$ cat config.mk
export PLATFORM = sky130hd
export DESIGN_NAME = flagged_addsub
export DESIGN_NICKNAME = d
export VERILOG_FILES = /design/src/rtl/addsub_pkg.sv /design/src/rtl/sum_core.sv /design/src/rtl/mag_compare.sv /design/src/rtl/flagged_addsub.sv
export SDC_FILE = /design/constraint.sdc
export NUM_CORES = 1
export LEC_CHECK = 0
export ABC_AREA = 1
export CAP_MARGIN = 20
export CORE_MARGIN = 5
export CORE_UTILIZATION = 35
export DETAILED_ROUTE_END_ITERATION = 8
export GPL_ROUTABILITY_DRIVEN = 0
export PLACE_DENSITY_LB_ADDON = 0.3
export SLEW_MARGIN = 15
export SYNTH_ARGS = -nofsm -noshare
export SYNTH_HDL_FRONTEND = slang
export SYNTH_SLANG_ARGS = --single-unit
$ cat constraint.sdc
create_clock -name vclk -period 23.3
set_input_delay 6.99 -clock vclk [all_inputs]
set_output_delay 6.99 -clock vclk [all_outputs]
set_load 0.02 [all_outputs]
$ cat src/rtl/addsub_pkg.sv
package addsub_pkg;
  typedef enum logic [3:0] {
    OP_ADD    = 4'd0,
    OP_SUB    = 4'd1,
    OP_ADDX   = 4'd2,
    OP_SUBX   = 4'd3,
    OP_SUMC   = 4'd4,
    OP_SUMNC  = 4'd5,
    OP_SUMZ   = 4'd6,
    OP_SUMNZ  = 4'd7,
    OP_CMPSUB = 4'd8,
    OP_SUBR   = 4'd9,
    OP_MINU   = 4'd10,
    OP_MAXU   = 4'd11,
    OP_MINS   = 4'd12,
    OP_MAXS   = 4'd13,
    OP_RSV14  = 4'd14,
    OP_RSV15  = 4'd15
  } op_e;
endpackage

$ cat src/rtl/sum_core.sv
module sum_core #(
  parameter int W = 32
) (
  input  logic [W-1:0] a_i,
  input  logic [W-1:0] b_i,
  input  logic         inv_b_i,
  input  logic         cin_i,
  output logic [W-1:0] sum_o,
  output logic         cout_o,
  output logic         ovf_o
);
  logic [W-1:0] bx;
  logic [W:0]   wide;

  assign bx   = inv_b_i ? ~b_i : b_i;
  assign wide = {1'b0, a_i} + {1'b0, bx} + {{W{1'b0}}, cin_i};
  assign sum_o  = wide[W-1:0];
  assign cout_o = wide[W];
  // Two operands of like sign giving a sum of the other sign.
  assign ovf_o  = (a_i[W-1] == bx[W-1]) && (wide[W-1] != a_i[W-1]);
endmodule

$ cat src/rtl/mag_compare.sv
module mag_compare #(
  parameter int W = 32
) (
  input  logic [W-1:0] x_i,
  input  logic [W-1:0] y_i,
  output logic         lt_u_o,
  output logic         lt_s_o,
  output logic         eq_o
);
  assign lt_u_o = x_i < y_i;
  assign lt_s_o = $signed(x_i) < $signed(y_i);
  assign eq_o   = x_i == y_i;
endmodule

$ cat src/rtl/flagged_addsub.sv
module flagged_addsub
  import addsub_pkg::*;
#(
  parameter int W = 32
) (
  input  logic [3:0]   op_sel,
  input  logic [W-1:0] d_in,
  input  logic [W-1:0] s_in,
  input  logic         z_in,
  input  logic         c_in,
  output logic [W-1:0] res_out,
  output logic         wr_en,
  output logic         z_out,
  output logic         c_out
);
  localparam logic [W-1:0] ZERO = '0;

  op_e op;
  assign op = op_e'(op_sel);

  logic [W-1:0] opa, opb, sum;
  logic         inv_b, cin, cout, ovf;
  logic         lt_u, lt_s, eq;
  logic         sum_zero;

  // Operand steering for the shared adder.
  always_comb begin
    opa   = d_in;
    opb   = s_in;
    inv_b = 1'b0;
    cin   = 1'b0;
    case (op)
      OP_SUB, OP_CMPSUB: begin inv_b = 1'b1; cin = 1'b1; end
      OP_ADDX:           cin = c_in;
      OP_SUBX:           begin inv_b = 1'b1; cin = ~c_in; end
      OP_SUMC:           begin inv_b = c_in;  cin = c_in;  end
      OP_SUMNC:          begin inv_b = ~c_in; cin = ~c_in; end
      OP_SUMZ:           begin inv_b = z_in;  cin = z_in;  end
      OP_SUMNZ:          begin inv_b = ~z_in; cin = ~z_in; end
      OP_SUBR:           begin opa = s_in; opb = d_in; inv_b = 1'b1; cin = 1'b1; end
      default: ;
    endcase
  end

  sum_core #(.W(W)) u_sum (
    .a_i(opa), .b_i(opb), .inv_b_i(inv_b), .cin_i(cin),
    .sum_o(sum), .cout_o(cout), .ovf_o(ovf)
  );

  mag_compare #(.W(W)) u_cmp (
    .x_i(d_in), .y_i(s_in), .lt_u_o(lt_u), .lt_s_o(lt_s), .eq_o(eq)
  );

  assign sum_zero = (sum == ZERO);

  // Result, write enable and flag selection.
  always_comb begin
    res_out = sum;
    wr_en   = 1'b1;
    z_out   = sum_zero;
    c_out   = cout;
    case (op)
      OP_ADD: ;
      OP_SUB, OP_SUBR: c_out = ~cout;
      OP_ADDX: z_out = z_in & sum_zero;
      OP_SUBX: begin c_out = ~cout; z_out = z_in & sum_zero; end
      OP_SUMC, OP_SUMNC, OP_SUMZ, OP_SUMNZ: c_out = ovf;
      OP_CMPSUB: begin
        wr_en   = cout;
        res_out = cout ? sum : d_in;
        z_out   = cout ? sum_zero : (d_in == ZERO);
        c_out   = cout;
      end
      OP_MINU: begin
        wr_en = lt_u;  res_out = lt_u ? s_in : d_in;  c_out = lt_u; z_out = eq;
      end
      OP_MAXU: begin
        wr_en = ~lt_u; res_out = lt_u ? d_in : s_in;  c_out = lt_u; z_out = eq;
      end
      OP_MINS: begin
        wr_en = lt_s;  res_out = lt_s ? s_in : d_in;  c_out = lt_s; z_out = eq;
      end
      OP_MAXS: begin
        wr_en = ~lt_s; res_out = lt_s ? d_in : s_in;  c_out = lt_s; z_out = eq;
      end
      default: begin
        wr_en = 1'b0; res_out = d_in; z_out = z_in; c_out = c_in;
      end
    endcase
  end

  // Checks relating the adder, comparator and selection logic.
  always_comb begin
    if (!wr_en) begin
      p_hold_dest_r6: assert (res_out == d_in);
    end
    if (op == OP_ADDX || op == OP_SUBX) begin
      p_zero_chain_r3: assert (!z_out || z_in);
    end
    if (op == OP_MINU || op == OP_MAXU || op == OP_MINS || op == OP_MAXS) begin
      p_eq_not_lt_r10: assert (!(z_out && c_out));
    end
    if (op == OP_CMPSUB) begin
      p_ge_writes_r6: assert (c_out == wr_en);
    end
    if (op == OP_ADD) begin
      p_carry_wrap_r1: assert (c_out == (res_out < d_in));
    end
  end
endmodule

Yosys cells after proc, flatten, opt, wreduce, memory -nomap -nowiden
Index checks and enable logic that the tools add are counted.

storage, ports and cells
  register bits after elaboration = 0
  memories = 0
  memory bits (read-only) = 0
  bits in latches = 0
  RAM bits = 0
  input port bits = 70
  logic and storage cells = 59

operators by class
  muxes and demuxes = 15
  add/subtract/negate cells = 2
  shift-type cells = 0
  bitwise logic cells = 7
  reduce and logical (&&, ||, !) cells = 17
  order comparisons = 2
  multipliers = 0
  divide/modulo/power cells = 0
  eq/ne operators = 16

operators by type and width
  kind                                                 count
  2-to-1 mux 32 bit                                    8
  one-hot mux 32 bit (6 select lines)                  1
  logical NOT 32 bit                                   2
  less-than comparator 32 bit                          2
  adder 32 x 32 -> 33 bit                              1
  adder 33 x 1 -> 33 bit                               1
  equality test 32 bit                                 1
  NOT 32 bit                                           1
  equality test 4 bit, second input constant           6
  equality test 4 x 3 -> 1 bit, second input constant  4
  one-hot mux 1 bit (5 select lines)                   3
  OR reduction 4 bit                                   3
  OR reduction 2 bit                                   5
  OR reduction 3 bit                                   3
  OR reduction 9 bit                                   1
  equality test 4 x 2 -> 1 bit, second input constant  2
  OR reduction 7 bit                                   1
  one-hot mux 1 bit (6 select lines)                   1
  NOT 1 bit                                            5
  equality test 4 x 1 -> 1 bit, second input constant  1
  logical NOT 4 bit                                    1
  one-hot mux 1 bit (4 select lines)                   1
  bitwise AND 1 bit                                    1
  equality test 1 bit                                  1
  3 further kinds                                      3

Longest topological paths before layout
  word-level depth = 9
  depth in mapped cells = 28
  mapped depth without buffers = 26

By module
From an unflattened synthesis, not the netlist that was laid out.

unflattened totals
  cell total of the unflattened synthesis = 1,605
  area total of the unflattened synthesis = 8,134.1 um^2

modules (own cells, without submodules)
  module          area an instance (um^2)  sequential area each (um^2)  cells each  times used
  flagged_addsub  4,620.7                  0.0                          989         1
  sum_core        2,617.5                  0.0                          469         1
  mag_compare     895.9                    0.0                          147         1

Worst setup path after synthesis
Ideal clock, no wire load.

  kind = in2out
  start = input op_sel[0]
  end = output wr_en
  cell stages on the path = 26
  arrival = 10,394 ps
  path slack = 5,916 ps
  path buffers = 5
  data required time = 16,310 ps
  cell sequence = buf_2 > inv_1 > nor2_1 > nand2_1 > buf_2 > clkbuf_1 > clkbuf_1 > o21ai_0 > fa_1 > fa_1 > inv_1 > nand3_1 > nand2_2 > nand2_1 > nand2_1 > nand2_1 > nand3_2 > nand2_2 > nand2_2 > o21ai_2 > inv_1 > nand2_1 > inv_2 > nand2_4 > buf_6 > a21oi_2

between the ends
  longest elaborated chain between the ends = 7
  elaborated cells on any way between the ends = 28
  those cells by class = 2 x add/sub; 13 x eq/ne; 6 x mux; 1 x bitwise; 6 x reduce/logical

RTL lines
  element                                                                          line                                        source
  from (decl)                                                                      flagged_addsub.sv:6                         input logic [3:0] op_sel,
  equality test 4 x 2 -> 1 bit, or another cell as far along                       flagged_addsub.sv:32, flagged_addsub.sv:62
  OR reduction 4 bit (no source line) / 2-to-1 mux 32 bit (equally long branches)  n/a
  one-hot mux 1 bit (5 select lines) / NOT 32 bit (equally long branches)          flagged_addsub.sv:32, sum_core.sv:15
  2-to-1 mux 32 bit                                                                sum_core.sv:15                              assign bx = inv_b_i ? ~b_i : b_i;
  adder 32 x 32 -> 33 bit                                                          sum_core.sv:16                              assign wide = {1'b0, a_i} + {1'b0, bx} + {{W{1'b0}}, cin_i};
  adder 33 x 1 -> 33 bit                                                           sum_core.sv:16
  one-hot mux 1 bit (6 select lines) (*)                                           flagged_addsub.sv:62                        case (op)
  to (decl)                                                                        flagged_addsub.sv:12                        output logic wr_en,

Every way passes the cells marked *; elsewhere a longest branch is shown, timed or not.

Final worst setup path
  start = input op_sel[0]
  end = output res_out[16]

between the ends
  longest elaborated chain between the ends = 8
  elaborated cells on any way between the ends = 29
  those cells by class = 2 x add/sub; 13 x eq/ne; 7 x mux; 1 x bitwise; 6 x reduce/logical

RTL lines
  element                                                                          line                                        source
  equality test 4 x 2 -> 1 bit, or another cell as far along                       flagged_addsub.sv:32, flagged_addsub.sv:62
  OR reduction 4 bit (no source line) / 2-to-1 mux 32 bit (equally long branches)  n/a
  one-hot mux 1 bit (5 select lines) / NOT 32 bit (equally long branches)          flagged_addsub.sv:32, sum_core.sv:15
  2-to-1 mux 32 bit                                                                sum_core.sv:15
  adder 32 x 32 -> 33 bit                                                          sum_core.sv:16
  adder 33 x 1 -> 33 bit                                                           sum_core.sv:16
  2-to-1 mux 32 bit                                                                flagged_addsub.sv:70                        res_out = cout ? sum : d_in;
  one-hot mux 32 bit (6 select lines) (*)                                          flagged_addsub.sv:62
  to (decl)                                                                        flagged_addsub.sv:11                        output logic [W-1:0] res_out,

Marks and branches as above.

==> summary.txt <==
Status
  • Status: completed

Floorplanning
  • Row count: 48
  • Io pins: around 110
  • Die ar.: about 21000 µm²
  • Die Y: between 100 and 150 µm
  • Width of the die: 143.4 µm
  • Initial cell density of the core: 0.3589
  • CORE AREA: roughly 17000 µm²

STA
  • Worst rel slew slack: 0.3191
  • Final setup TNS: 0 ns
  • Max Slew Vio Count: 0
  • Final Critical Period: between 15 and 20 ns
  • Worst-margin pin slew: slightly above 1 ns
  • Final setup viols: 0
  • Endpoints failing hold: 0
  • FMAX: 0.05092 GHz
  • Period utilization: 0.8429
  • RSZ-0062 raised after global routing: false
  • Final WS setup: 3.660 ns

Global route
  • Initial antenna violation count: 0
  • Grt ovf: 0
  • First-pass GRT wire length: ~36000 µm
  • Largest net degree at the start of global routing: 129
  • GRT Total Usage: 0.2090
  • Vias in the first global route: 7308

Critical path
  • Worst-path fanout max: 32
  • Most frequent CP cell: nand2_1
  • Crit end category: output pin
  • Critical path required time: roughly 16 ns
  • Buf/Inv on CP: 6
  • Max stage delay on crit path: between 0.6 and 0.7 ns
  • Crit path max-delay cell type: clkdlybuf4s50_1
  • Family with the most delay on the worst path: simple AND/OR/NAND/NOR gates
  • Worst path depth: 27
  • Critical path type: input pin to output pin
  • Setup crit start kind: input pin
  • Worst EP arrival: 12.65 ns

CTS
  • Hold buffer count at cts: 0
  • Post-CTS Setup Bufs: 0
  • Post_cts resized: 0

Routing
  • Vias: around 8000
  • Vias per cell: about 5.1
  • DR WL/cell: approximately 14 µm
  • DR iter-0 viols: 526
  • Drt first pass iters: 5
  • Final WL: between 20000 and 25000 µm
  • Detail Route Antenna Nets: 0
  • DRC Markers: 0

Hold path
  • Worst Hold Path Cells: 4
  • Worst hold path class: input pin to output pin

Power
  • P_int: roughly 0.00013 W
  • Pwr/cell area: roughly 48 nW/µm²
  • Lkg Pwr: 4.217 nW
  • Clk pwr share: 0
  • IR drop worst, VDD: between 0.00002 and 0.000025 V
  • NetSw: 0.0002223 W
  • Comb power frac: 1.000
  • Switch share: 0.6344
  • Flop pwr share: 0

Yosys
  • Mapped Area: ~6200 µm²
  • Top cell type by total area after synthesis: nand2_1
  • Synthesized Nets: approximately 1400
  • Yosys cell types: 38
  • Yosys top cell area share: 0.2905
  • Top post-synthesis cells by area: nand2_1 (29%), inv_1 (13%), ha_1 (13%)
  • Sequential-to-total area share from yosys stat: 0
  • Post-synthesis cell count: 1259
  • Post-Syn Area per Cell: slightly below 5 µm²
  • Synth warn: 0

Final layout
  • Sequential Area: 0 µm²
  • ANT cells: 0
  • Cell area after layout: roughly 7400 µm²
  • FILL cells: 1945
  • Seq_cells: 0
  • Final net count: between 1000 and 1500
  • Final non-filler cell total: between 1500 and 2000
  • Area delta synth->final: 18.28%
  • Clock buf count: 0
  • Share of layout cells above drive strength 1: 0.02782

Placement
  • Placed Cells: roughly 1600
  • HPWL after DPL: roughly 18000 µm
  • Placement Cell Area: between 7000 and 8000 µm²
  • Dpl ws: around 3.8 ns
  • Port-buffer cells: ~110

Flow run
  • Max Cap Viol: 0
==> power by group through the flow <==
stage          sequential [W]  clock [W]  combinational [W]
2_1_floorplan               0          0           0.000234
3_3_place_gp                0          0           0.000344
3_5_place_dp                0          0           0.000344
4_1_cts                     0          0           0.000346
5_1_grt                     0          0           0.000390
6_report                    0          0           0.000350
==> cells by family after synthesis <==
family	share of synthesized area
buffers and inverters	0.1683
adders and majority gates	0.1330
xor gates and xnor gates	0.05765
AOI/OAI and AO/OA	0.1864
and+or+nand+nor	0.4546
==> placed cells by master (no fill, tap or decap), types with 4 or more instances in the layout <==
| cell type | instances |
|---|---|
| nand2_1 | 481 |
| inv_1 | 212 |
| o21ai_0 | 123 |
| clkdlybuf4s50_1 | 105 |
| nor2_1 | 84 |
| a21oi_1 | 66 |
| ha_1 | 63 |
| nand3_1 | 56 |
| xor2_1 | 35 |
| nand4_1 | 14 |
| nor4_1 | 11 |
| a21oi_2 | 11 |
| nor3_1 | 9 |
| nand3b_1 | 7 |
| xnor2_1 | 6 |
| nand3_2 | 5 |
| nand2_2 | 5 |
| o21ai_1 | 5 |
| nor2_2 | 4 |
==> path summary, 6_finish.rpt <==
| kind | start | to | slack [ns] |
|---|---|---|---|
| worst max-delay path | op_sel[0] | res_out[16] | 3.66 |
| worst min-delay path | d_in[0] | res_out[0] | 15.08 |
==> per-layer routing <==
metal	wire length [µm]	up-vias	track usage
li1	-	4123	-
met5	0	-	0
met4	406	0	0.03122
met2	9900	252	0.3497
met3	1450	24	0.01464
met1	10480	3513	0.3005
==> final cells by class <==
cell class	count	area, µm²	share of cell area
well taps	225	281.5	0.03821
repair buffers	108	1086	0.1474
multi-input cells	1007	5192	0.7048
inverters	215	807.0	0.1095
==> synthesized netlist by cell type <==
master	n
ha_1	63
nand2_1	482
buf_4	6
o21ai_2	1
inv_1	212
nor4_1	11
a211oi_1	1
and2_1	2
o21ai_1	5
o21a_1	2
nor3_1	9
and3_1	1
nor2_1	84
clkbuf_1	16
nand2_4	1
nand3_1	57
nand3b_1	7
nand4_1	14
xnor2_1	6
nand4_2	1
nand3_2	4
a21oi_1	66
buf_2	4
o2111a_1	1
xor2_1	35
nand3_4	1
buf_1	1
a21oi_2	11
o21bai_1	3
a31oi_1	1
fa_1	2
buf_6	10
o21ai_0	123
o211ai_1	3
nand2_2	5
inv_2	3
nor2_2	4
nor2_4	1
==> stage by stage <==
| stage | hold slack (ns) | utilization | total power [W] |
|---|---|---|---|
| final | 15.08 | 0.4245 | 0.0003504 |
| after global routing | 15.12 | 0.4245 | 0.0003900 |
| after CTS | 15.09 | 0.4233 | 0.0003464 |
| after detailed placement | 15.08 | 0.4233 | 0.0003442 |
| after global placement | 15.08 | 0.4233 | 0.0003438 |
| after floorplan | 14.15 | - | 0.0002338 |
(Power assumes the default switching activity.)
